===== src/rtl/axiChkPkg.sv =====
package axiChkPkg;

  localparam int NUM_RULES   = 9;
  localparam int RULE_LEN    = 0;
  localparam int RULE_4K     = 1;
  localparam int RULE_SIZE   = 2;
  localparam int RULE_WRAP   = 3;
  localparam int RULE_WLAST  = 4;
  localparam int RULE_RLAST  = 5;
  localparam int RULE_ID     = 6;
  localparam int RULE_EARLYB = 7;
  localparam int RULE_STALL  = 8;

  localparam logic [1:0] BURST_INCR = 2'd1;
  localparam logic [1:0] BURST_WRAP = 2'd2;

  // Strobes passed from the handshake control to the datapath
  typedef struct packed {
    logic awFire;
    logic wFire;
    logic bFire;
    logic arFire;
    logic rFire;
    logic stallErr;
  } chkStrobe_t;

  // Address-phase rule results; bit i corresponds to rule index i (0..3)
  function automatic logic [3:0] addrRules(input logic [11:0] lowAddr,
                                           input logic [7:0]  len,
                                           input logic [2:0]  size,
                                           input logic [1:0]  burst,
                                           input logic [2:0]  maxSize);
    logic [11:0] lowMask;
    logic [16:0] endByte;
    logic [3:0]  bad;
    lowMask = ~(12'hFFF << size);
    endByte = {5'd0, lowAddr & ~lowMask} + ((17'd1 + {9'd0, len}) << size);
    bad = '0;
    bad[RULE_LEN]  = (burst == 2'd3) || ((burst != BURST_INCR) && (len > 8'd15));
    bad[RULE_4K]   = (burst == BURST_INCR) && (endByte > 17'd4096);
    bad[RULE_SIZE] = size > maxSize;
    bad[RULE_WRAP] = (burst == BURST_WRAP) &&
                     (((lowAddr & lowMask) != 12'd0) ||
                      !((len == 8'd1) || (len == 8'd3) || (len == 8'd7) || (len == 8'd15)));
    return bad;
  endfunction

endpackage


===== src/rtl/axiChkHold.sv =====
module axiChkHold #(
  parameter int W = 1
) (
  input  logic         clk,
  input  logic         rstN,
  input  logic         valid,
  input  logic         ready,
  input  logic [W-1:0] payload,
  output logic         err
);

  logic         pend;
  logic [W-1:0] held;

  always_ff @(posedge clk or negedge rstN) begin
    if (!rstN) begin
      pend <= 1'b0;
      held <= '0;
    end else begin
      pend <= valid && !ready;
      held <= payload;
    end
  end

  assign err = pend && (!valid || (payload != held));

endmodule


===== src/rtl/axiChkCtrl.sv =====
module axiChkCtrl
  import axiChkPkg::*;
#(
  parameter int ID_W   = 4,
  parameter int ADDR_W = 32
) (
  input  logic                      clk,
  input  logic                      rstN,
  input  logic                      awValid,
  input  logic                      awReady,
  input  logic [ID_W+ADDR_W+12:0]   awPay,
  input  logic                      wValid,
  input  logic                      wReady,
  input  logic                      wLast,
  input  logic                      bValid,
  input  logic                      bReady,
  input  logic [ID_W+1:0]           bPay,
  input  logic                      arValid,
  input  logic                      arReady,
  input  logic [ID_W+ADDR_W+12:0]   arPay,
  input  logic                      rValid,
  input  logic                      rReady,
  input  logic [ID_W+2:0]           rPay,
  output chkStrobe_t                stb
);

  localparam int A_W = ID_W + ADDR_W + 13;

  logic [4:0] chanErr;

  axiChkHold #(.W(A_W)) u_awHold (.clk(clk), .rstN(rstN), .valid(awValid), .ready(awReady),
                                  .payload(awPay), .err(chanErr[0]));
  axiChkHold #(.W(1))   u_wHold  (.clk(clk), .rstN(rstN), .valid(wValid), .ready(wReady),
                                  .payload(wLast), .err(chanErr[1]));
  axiChkHold #(.W(ID_W+2)) u_bHold (.clk(clk), .rstN(rstN), .valid(bValid), .ready(bReady),
                                  .payload(bPay), .err(chanErr[2]));
  axiChkHold #(.W(A_W)) u_arHold (.clk(clk), .rstN(rstN), .valid(arValid), .ready(arReady),
                                  .payload(arPay), .err(chanErr[3]));
  axiChkHold #(.W(ID_W+3)) u_rHold (.clk(clk), .rstN(rstN), .valid(rValid), .ready(rReady),
                                  .payload(rPay), .err(chanErr[4]));

  always_comb begin
    stb.awFire   = awValid && awReady;
    stb.wFire    = wValid && wReady;
    stb.bFire    = bValid && bReady;
    stb.arFire   = arValid && arReady;
    stb.rFire    = rValid && rReady;
    stb.stallErr = |chanErr;
  end

endmodule


===== src/rtl/axiChkData.sv =====
module axiChkData
  import axiChkPkg::*;
#(
  parameter int ID_W     = 4,
  parameter int MAX_SIZE = 3,
  parameter int CNT_W    = 16
) (
  input  logic                  clk,
  input  logic                  rstN,
  input  logic                  clrFlags,
  input  chkStrobe_t            stb,
  input  logic [ID_W-1:0]       awId,
  input  logic [11:0]           awAddrLow,
  input  logic [7:0]            awLen,
  input  logic [2:0]            awSize,
  input  logic [1:0]            awBurst,
  input  logic                  wLast,
  input  logic [ID_W-1:0]       bId,
  input  logic [1:0]            bResp,
  input  logic [ID_W-1:0]       arId,
  input  logic [11:0]           arAddrLow,
  input  logic [7:0]            arLen,
  input  logic [2:0]            arSize,
  input  logic [1:0]            arBurst,
  input  logic [ID_W-1:0]       rId,
  input  logic [1:0]            rResp,
  input  logic                  rLast,
  output logic [NUM_RULES-1:0]  ruleSticky,
  output logic [NUM_RULES-1:0]  rulePulse,
  output logic [4*CNT_W-1:0]    bRespTally,
  output logic [4*CNT_W-1:0]    rRespTally
);

  localparam int         NID    = 1 << ID_W;
  localparam logic [2:0] SIZE_LIM = 3'(MAX_SIZE);

  logic [NID-1:0]   awBusy, wDone, arBusy;
  logic [7:0]       arLenTab [NID];
  logic [7:0]       rBeat    [NID];
  logic [7:0]       qLen     [NID];
  logic [ID_W-1:0]  qId      [NID];
  logic [ID_W-1:0]  qHead, qTail;
  logic [ID_W:0]    qCnt;
  logic [7:0]       wBeat;
  logic [CNT_W-1:0] bTally [4];
  logic [CNT_W-1:0] rTally [4];

  logic [NUM_RULES-1:0] viol;
  logic [3:0] awBad, arBad;
  logic qHas, wExpLast, wEnd, awTake, arTake, bOk, rHit, rExpLast;

  always_comb begin
    awBad    = addrRules(awAddrLow, awLen, awSize, awBurst, SIZE_LIM);
    arBad    = addrRules(arAddrLow, arLen, arSize, arBurst, SIZE_LIM);
    qHas     = qCnt != '0;
    wExpLast = wBeat == qLen[qHead];
    wEnd     = stb.wFire && qHas && (wLast || wExpLast);
    awTake   = stb.awFire && !awBusy[awId];
    arTake   = stb.arFire && !arBusy[arId];
    bOk      = stb.bFire && awBusy[bId] && wDone[bId];
    rHit     = stb.rFire && arBusy[rId];
    rExpLast = rBeat[rId] == arLenTab[rId];

    viol = '0;
    if (stb.awFire) viol[3:0] = viol[3:0] | awBad;
    if (stb.arFire) viol[3:0] = viol[3:0] | arBad;
    viol[RULE_WLAST]  = stb.wFire && qHas && (wLast != wExpLast);
    viol[RULE_RLAST]  = rHit && (rLast != rExpLast);
    viol[RULE_ID]     = (stb.awFire && awBusy[awId]) || (stb.arFire && arBusy[arId]) ||
                        (stb.bFire && !awBusy[bId]) || (stb.rFire && !arBusy[rId]);
    viol[RULE_EARLYB] = stb.bFire && awBusy[bId] && !wDone[bId];
    viol[RULE_STALL]  = stb.stallErr;
  end

  // Write tracking: in-order address queue plus per-ID state
  always_ff @(posedge clk or negedge rstN) begin
    if (!rstN) begin
      awBusy <= '0;
      wDone  <= '0;
      qHead  <= '0;
      qTail  <= '0;
      qCnt   <= '0;
      wBeat  <= '0;
      for (int i = 0; i < NID; i++) begin
        qLen[i] <= '0;
        qId[i]  <= '0;
      end
    end else begin
      if (awTake) begin
        awBusy[awId] <= 1'b1;
        qLen[qTail]  <= awLen;
        qId[qTail]   <= awId;
        qTail        <= qTail + 1'b1;
      end
      if (bOk) begin
        awBusy[bId] <= 1'b0;
        wDone[bId]  <= 1'b0;
      end
      if (stb.wFire && qHas) begin
        if (wEnd) begin
          wBeat              <= '0;
          qHead              <= qHead + 1'b1;
          wDone[qId[qHead]]  <= 1'b1;
        end else begin
          wBeat <= wBeat + 8'd1;
        end
      end
      qCnt <= qCnt + {{ID_W{1'b0}}, awTake} - {{ID_W{1'b0}}, wEnd};
    end
  end

  // Read tracking: one outstanding burst per ID
  always_ff @(posedge clk or negedge rstN) begin
    if (!rstN) begin
      arBusy <= '0;
      for (int i = 0; i < NID; i++) begin
        arLenTab[i] <= '0;
        rBeat[i]    <= '0;
      end
    end else begin
      if (arTake) begin
        arBusy[arId]   <= 1'b1;
        arLenTab[arId] <= arLen;
        rBeat[arId]    <= '0;
      end
      if (rHit) begin
        if (rLast || rExpLast) begin
          arBusy[rId] <= 1'b0;
          rBeat[rId]  <= '0;
        end else begin
          rBeat[rId] <= rBeat[rId] + 8'd1;
        end
      end
    end
  end

  // Flags and response tallies
  always_ff @(posedge clk or negedge rstN) begin
    if (!rstN) begin
      rulePulse  <= '0;
      ruleSticky <= '0;
      for (int k = 0; k < 4; k++) begin
        bTally[k] <= '0;
        rTally[k] <= '0;
      end
    end else begin
      rulePulse  <= viol;
      ruleSticky <= (clrFlags ? '0 : ruleSticky) | viol;
      if (stb.bFire) bTally[bResp] <= bTally[bResp] + 1'b1;
      if (stb.rFire) rTally[rResp] <= rTally[rResp] + 1'b1;
    end
  end

  for (genvar k = 0; k < 4; k++) begin : g_tally
    assign bRespTally[k*CNT_W +: CNT_W] = bTally[k];
    assign rRespTally[k*CNT_W +: CNT_W] = rTally[k];
  end

endmodule


===== src/rtl/axiBurstRuleChecker.sv =====
module axiBurstRuleChecker
  import axiChkPkg::*;
#(
  parameter int ID_W   = 4,
  parameter int ADDR_W = 32,
  parameter int DATA_W = 64,
  parameter int CNT_W  = 16
) (
  input  logic                 clk,
  input  logic                 rstN,
  input  logic                 clrFlags,
  input  logic                 awValid,
  input  logic                 awReady,
  input  logic [ID_W-1:0]      awId,
  input  logic [ADDR_W-1:0]    awAddr,
  input  logic [7:0]           awLen,
  input  logic [2:0]           awSize,
  input  logic [1:0]           awBurst,
  input  logic                 wValid,
  input  logic                 wReady,
  input  logic                 wLast,
  input  logic                 bValid,
  input  logic                 bReady,
  input  logic [ID_W-1:0]      bId,
  input  logic [1:0]           bResp,
  input  logic                 arValid,
  input  logic                 arReady,
  input  logic [ID_W-1:0]      arId,
  input  logic [ADDR_W-1:0]    arAddr,
  input  logic [7:0]           arLen,
  input  logic [2:0]           arSize,
  input  logic [1:0]           arBurst,
  input  logic                 rValid,
  input  logic                 rReady,
  input  logic [ID_W-1:0]      rId,
  input  logic [1:0]           rResp,
  input  logic                 rLast,
  output logic [8:0]           ruleSticky,
  output logic [8:0]           rulePulse,
  output logic [4*CNT_W-1:0]   bRespTally,
  output logic [4*CNT_W-1:0]   rRespTally
);

  localparam int MAX_SIZE = $clog2(DATA_W / 8);

  chkStrobe_t stb;

  axiChkCtrl #(.ID_W(ID_W), .ADDR_W(ADDR_W)) u_ctrl (
    .clk(clk), .rstN(rstN),
    .awValid(awValid), .awReady(awReady), .awPay({awId, awAddr, awLen, awSize, awBurst}),
    .wValid(wValid), .wReady(wReady), .wLast(wLast),
    .bValid(bValid), .bReady(bReady), .bPay({bId, bResp}),
    .arValid(arValid), .arReady(arReady), .arPay({arId, arAddr, arLen, arSize, arBurst}),
    .rValid(rValid), .rReady(rReady), .rPay({rId, rResp, rLast}),
    .stb(stb)
  );

  axiChkData #(.ID_W(ID_W), .MAX_SIZE(MAX_SIZE), .CNT_W(CNT_W)) u_data (
    .clk(clk), .rstN(rstN), .clrFlags(clrFlags), .stb(stb),
    .awId(awId), .awAddrLow(awAddr[11:0]), .awLen(awLen), .awSize(awSize), .awBurst(awBurst),
    .wLast(wLast), .bId(bId), .bResp(bResp),
    .arId(arId), .arAddrLow(arAddr[11:0]), .arLen(arLen), .arSize(arSize), .arBurst(arBurst),
    .rId(rId), .rResp(rResp), .rLast(rLast),
    .ruleSticky(ruleSticky), .rulePulse(rulePulse),
    .bRespTally(bRespTally), .rRespTally(rRespTally)
  );

endmodule


===== config.mk =====
export PLATFORM = sky130hd
export DESIGN_NAME = axiBurstRuleChecker
export DESIGN_NICKNAME = d
export VERILOG_FILES = /design/src/rtl/axiChkPkg.sv /design/src/rtl/axiChkHold.sv /design/src/rtl/axiChkCtrl.sv /design/src/rtl/axiChkData.sv /design/src/rtl/axiBurstRuleChecker.sv
export SDC_FILE = /design/constraint.sdc
export NUM_CORES = 2
export LEC_CHECK = 0
export ABC_AREA = 1
export BUFFER_PORTS_ARGS = -buffer_cell sky130_fd_sc_hd__buf_2
export CAP_MARGIN = 20
export CORE_MARGIN = 8
export CORE_UTILIZATION = 35
export CTS_CLUSTER_SIZE = 25
export DETAILED_ROUTE_END_ITERATION = 16
export GPL_ROUTABILITY_DRIVEN = 0
export PLACE_DENSITY_LB_ADDON = 0.12
export SLEW_MARGIN = 30
export SYNTH_ARGS = -nofsm -noshare
export SYNTH_HDL_FRONTEND = slang
export SYNTH_SLANG_ARGS = --single-unit

===== constraint.sdc =====
create_clock -name clk -period 7 [get_ports clk]
set_input_delay 1.75 -clock clk [delete_from_list [all_inputs] [get_ports clk]]
set_output_delay 1.75 -clock clk [all_outputs]
set_load 0.02 [all_outputs]

* After elaboration in Yosys (flattened, before gate mapping)
Index checks and enable logic that the tools add are counted.
** Storage, ports and cells
- Register bits :: 780
- Input port bits :: 125
- Output and inout bits :: 146
- Logic and storage cells :: 345
** Operators by class
- $add $sub $neg :: 12
- $lt $le $gt $ge :: 27
- Equal/unequal tests :: 25
- Shift-type cells :: 4
- Muxes and demuxes :: 71
- Bitwise gates (word level) :: 28
- Reduce and logical (&&, ||, !) cells :: 87
** Operators by type and width (count)
- $bwmux 128 :: 3
- $mux 128 :: 3
- $and 128x128->128 :: 2
- $not 128->128 :: 2
- $mux 16 :: 14
- $bwmux 64 :: 3
- $ne 49x49->1 :: 2
- $bmux 8 s4 :: 3
- $demux 8 s4 :: 3
- $mux 8 :: 10
- $bmux 16 s2 :: 2
- $demux 16 s2 :: 2
- $and 12x12->12 :: 4
- $and 16x16->16 :: 3
- $not 12->12 :: 4
- $or 16x16->16 :: 3
- $logic_and 1x1->1 :: 45
- $add 12x17->17 :: 2
- $gt 17x13->1 const B :: 2
- $shl 17x3->17 :: 2
- $add 16x1->16 const B :: 2
- $not 16->16 :: 2
- $lt 4x5->1 const B :: 5
- $reduce_bool 12->1 :: 2
- 40 further kinds :: 129

* Logic depth before layout (Yosys ltp)
- Word-level depth :: 11
- Mapped depth :: 25
- Gate-level depth less buffers :: 25

* By module
Synthesis repeated with hierarchy kept, for this count alone.
** Unflattened totals
- Cells, all modules :: 4821
- Area total of the unflattened synthesis :: 38859.8 um2
** By module, submodules not included
- axiChkData :: instances 1, cells each 4107, area an instance 33591.0 um2, seq. area each 16590.9 um2
- axiChkHold (u_ctrl.u_arHold ...) :: instances 2, cells each 298, area an instance 2227.1 um2, seq. area each 1251.2 um2
- axiChkHold (u_ctrl.u_rHold) :: instances 1, cells each 53, area an instance 369.1 um2, seq. area each 200.2 um2
- axiChkHold (u_ctrl.u_bHold) :: instances 1, cells each 40, area an instance 306.5 um2, seq. area each 175.2 um2
- axiChkHold (u_ctrl.u_wHold) :: instances 1, cells each 11, area an instance 85.1 um2, seq. area each 50.0 um2
- axiChkCtrl :: instances 1, cells each 14, area an instance 53.8 um2, seq. area each 0.0 um2

* Worst setup path after synthesis
No wires, ideal clock.
- Path kind :: input port to flip-flop
- From :: in rId[0]
- To :: reg u_data.rBeat[58] in the netlist's numbering
- Setup time :: 0.134 ns
- Arrival :: 4.402 ns
- Required time :: 6.866 ns
- Slack :: 2.464 ns
- Stages :: 19
- Buffers on the path :: 5
- Path through :: nor2_1 buf_2 buf_2 buf_1 a22oi_1 nand2_1 nand2_1 nand3_1 a21oi_1 xnor2_1 nor3_1 nand2_1 ha_1 clkbuf_1 inv_1 nor2_1 o21ai_1 buf_2 o22ai_1
** Between the ends
- Cells in the longest elaborated chain, start to end :: 9
- Elaborated cells between the ends (all ways) :: 23
- Classes of those cells :: 1 x add/sub; 2 x order compare; 1 x eq/ne; 13 x mux; 3 x bitwise; 3 x reduce/logical
** Ends and longest elaborated chain
- from (decl) :: RTL line axiBurstRuleChecker.sv:35 : input logic [ID_W-1:0] rId,
- branches (longest 8 deep; another with $add 8x1->8)
- $mux 128 (*) :: RTL line axiChkData.sv:126 : if (rHit) begin
- to (signal, indexed assignment) :: RTL line axiChkData.sv:131 : rBeat[rId] <= rBeat[rId] + 8'd1;
- to (decl) :: RTL line axiChkData.sv:39 : logic [7:0] rBeat [NID];
Every way passes the cells marked *. The select of a mux whose other input is x is not followed.
A chain may end at the register's enable or synchronous reset.

* Final worst setup path
- From :: reg u_data.qHead[0]
- To :: reg u_data.qCnt[4]
** Between the ends
- Cells in the longest elaborated chain, start to end :: 8
** Ends and longest elaborated chain
- from (decl) :: RTL line axiChkData.sv:42 : logic [ID_W-1:0] qHead, qTail;
- from (signal assigned) :: RTL line axiChkData.sv:102 : qHead <= qHead + 1'b1;
- $not 4->5 (not written as such) :: RTL line axiChkData.sv:56 : wExpLast = wBeat == qLen[qHead];
- $bmux 8 s4 :: RTL line axiChkData.sv:56
- $mux 8 (not written as such) (2 in series) :: RTL line axiChkData.sv:56
- $eq 8x8->1 :: RTL line axiChkData.sv:56
- $logic_or 1x1->1 :: RTL line axiChkData.sv:57 : wEnd = stb.wFire && qHas && (wLast || wExpLast);
- $logic_and 1x1->1 :: RTL line axiChkData.sv:57
- $sub 5x1->5 :: RTL line axiChkData.sv:108 : qCnt <= qCnt + {{ID_W{1'b0}}, awTake} - {{ID_W{1'b0}}, wEnd};
- to (signal assigned) :: RTL line axiChkData.sv:108
- to (decl) :: RTL line axiChkData.sv:43 : logic [ID_W:0] qCnt;
No other way between the ends. The select of a mux whose other input is x is not followed.

==> flow_metrics.tcl <==
set metrics [dict create \
    netlist_area_um2 38200 \
    avgViaCountPerCell 5.25 \
    dpl_cell_area_um2 40800 \
    synth-warning-count 0 \
    startpoint "u_data.qHead[0]" \
    synthArstFlopShare 1.00 \
    hold_slack_ps 479 \
    cts_hold_buf 0 \
    core-area_um2 109000 \
    drc 0 \
    cts_sinks 780 \
    grt_pass1_vias 32600 \
    antenna_found_initial 11 \
    clock_power_share 0.342 \
    hold_end "u_data.ruleSticky[2]" \
    p_switching_mw 4.91 \
    power_mw 14.5 \
    die_area_um2 120000 \
    fin_area_um2 43900 \
    crit_chain "buf_4, o21ai_0, o22ai_1, nor2_1, o22ai_1, xor2_1, nor4b_1, nand2_1, ha_1, nor2_1, buf_4, ha_1, inv_1, ha_1, inv_1, fa_1, o21ai_0, a21oi_1, xor2_1" \
    finalSetupViolations 0 \
    track_usage 0.212 \
    synthCells 4582 \
    maxSlewViolCount 0 \
    rows 121 \
    instances_no_fill 6271 \
    numCtsBuffers 91 \
    grt.overflow.total 0 \
    postCtsResizedCells 0 \
    r2r_slack_ps 1620 \
    start_util 0.352 \
    switching_share 0.339 \
    status "complete, no violations" \
    hold_start "u_data.ruleSticky[2]" \
    cp.required_ps 7530 \
    io_pins 271 \
    tightest_slew_ps 1010 \
    drt_iter0_markers 2607 \
    routedWlPerCell_um 20.7 \
    finalCritPeriodShare 0.769 \
    slowest_stage "dfrtp_2" \
    fmax_ghz 0.186 \
    final-hold-violation-count 0 \
    hp-class "reg -> reg" \
    drv_cap 0 \
    p_leak_nw 21.3 \
    syn-num-nets 4757 \
    clockBufferDepth 3 \
    synth_enable_flop_cells 0 \
    dp_hpwl_um 89200 \
    wl_um 130000 \
    worst_clock_skew_ps 25.7 \
    firstDrtPassIters 5 \
    slowest_delay_ps 790 \
    crit_buf_inv 4 \
    grt_pass1_wl_um 202000 \
    p_seq_frac 0.414 \
    drive_gt1_frac 0.117 \
    layout_min_cycle_time_ps 5380 \
    area_growth_pct 15.0 \
    num_vias 32900 \
    insertion_delay_ps 660 \
    slew_headroom 0.323 \
    final_nets 4955 \
    fin_setup_tns_ps 0 \
    ys_seq_area_frac 0.511 \
    end_kind "flop" \
    reg2reg_depth 19 \
    power.internal_mw 9.59 \
    synthFlopType "dfrtp_1" \
    crit_top_cell "ha_1" \
    worstPathMaxFanout 68 \
    reg2reg_to "u_data.qCnt[4]" \
    cts_setup_buffers 0 \
    cts_root_buffer "clkbuf_16" \
    ant_nets 0 \
    ys_ff_latch 780 \
    start_kind "flop" \
    die_y_um 346 \
    vdd_drop_max_uv 225 \
    combPwrFrac 0.244 \
    dp.cells 6100 \
    cp_top_family "compound AO/OA/AOI/OAI gates" \
    rsz0062_at_grt "false" \
    synth.avg_cell_area_um2 8.33 \
    cts.clk_slew.worst_paths_ps 60 \
    synth_cell_type_count 62 \
    tritoncts "yes" \
    worstSetupPathType "reg -> reg" \
    min_path_cells 1 \
    grt_max_degree 154 \
    n_fill_cell 11200 \
    rr_startpoint "u_data.qHead[0]" \
    power_density_nw_per_um2 330 \
    cp.arrival_ps 5910 \
    io_buffers 270 \
    die_w_um 346 \
    htreeDepth 3 \
]
## worst max-delay path by stage
stage / endpoint / slack [ps] / cells after the start
6_report: u_data.qCnt[4] / 1620 / 19
5_1_grt: u_data.qCnt[4] / 1120 / 19
4_1_cts: u_data.qCnt[4] / 1570 / 19
3_5_place_dp: u_data.rBeat[41] / 1020 / 18
3_3_place_gp: u_data.rBeat[66] / 1040 / 19
2_1_floorplan: u_data.rBeat[58] / 2460 / 19
## power by group through the flow
stage	combinational, mW	clock (mW)	sequential (mW)
floorplan	2.29	0	6.03
global placement	3.54	0	6.06
detailed placement	3.57	0	6.06
CTS	3.58	5.08	5.99
global route	4.04	5.25	6.11
finish	3.55	4.96	6.00
## state kept, by name, summed over array words and instances, names as in the netlist, 5 cells and up
name	flops
u_data.rulePulse	9
u_ctrl.u_bHold.held	6
u_data.rRespTally	64
u_data.ruleSticky	9
u_data.arBusy	16
u_data.wBeat	8
u_data.bRespTally	64
u_ctrl.u_arHold.held	49
u_ctrl.u_rHold.held	7
u_data.qLen	128
u_data.awBusy	16
u_data.rBeat	128
u_data.wDone	16
u_data.arLenTab	128
u_ctrl.u_awHold.held	49
u_data.qId	64
u_data.qCnt	5
## placed cells by master (no fill, tap or decap), types with 10 or more instances in the layout
master / n
o21ai_0: 653
dfrtp_1: 779
nand2_2: 18
o21ai_2: 17
clkbuf_16: 93
nor3_1: 20
o22ai_1: 117
xor2_1: 66
o221ai_1: 24
a21oi_1: 56
xnor2_1: 27
nand4_1: 56
clkbuf_8: 27
nand2_1: 1190
ha_1: 46
nor4_1: 11
o21ai_1: 68
o211ai_1: 21
nor2_2: 10
inv_1: 390
a22oi_1: 141
a221oi_1: 17
buf_4: 44
o2111ai_1: 11
inv_2: 18
nand3_1: 223
nor2_1: 300
buf_2: 269
clkbuf_1: 20
## layout make-up
type	instances	area (um^2)	share of cell area
diodes	5	12.5	0.000285
clock buffers	140	2770	0.0632
inverters	416	1570	0.0357
clock inverters	25	345	0.00786
flip-flops and latches	780	19500	0.444
repair buffers	320	1820	0.0414
well taps	1414	1770	0.0403
multi-input cells	3171	16100	0.367
## stage by stage
stage | utilization | setup slack [ps]
global placement | 0.375 | 1040
global route | 0.404 | 1120
detailed placement | 0.375 | 1020
floorplan | - | 2460
CTS | 0.404 | 1570
finish | 0.405 | 1620
## synthesized netlist by cell type (66+ instances only)
master    instances  area (um^2)
dfrtp_1         780        19500
nor2_1          301         1130
a22oi_1         141         1060
xor2_1           66          578
o22ai_1         117          732
clkbuf_1        129          484
o21ai_1          69          345
nand3_1         225         1130
inv_1           391         1470
nand2_1        1190         4470
o21ai_0         653         3270
## metal layers
metal	track usage	up-vias	wire, um
met1	0.303	16100	61600
li1	-	15800	-
met5	0	-	71
met2	0.333	842	58600
met3	0.0418	156	7370
met4	0.0426	10	2360
## cell families (layout without fill, tap and decap cells)
family                   after synthesis  in the layout  share of synthesized area
AO/OA/AOI/OAI                       1154           1154                      0.175
XOR/XNOR                              94             94                     0.0221
adder cells (fa/ha/maj)               50             50                     0.0170
buffers and inverters                631            901                     0.0675
flip-flops                           780            780                      0.511
multiplexers                           3              3                   0.000786
other                                  0              5                          0
AND/OR/NAND/NOR                     1870           1870                      0.207
(Power assumes the default switching activity.)
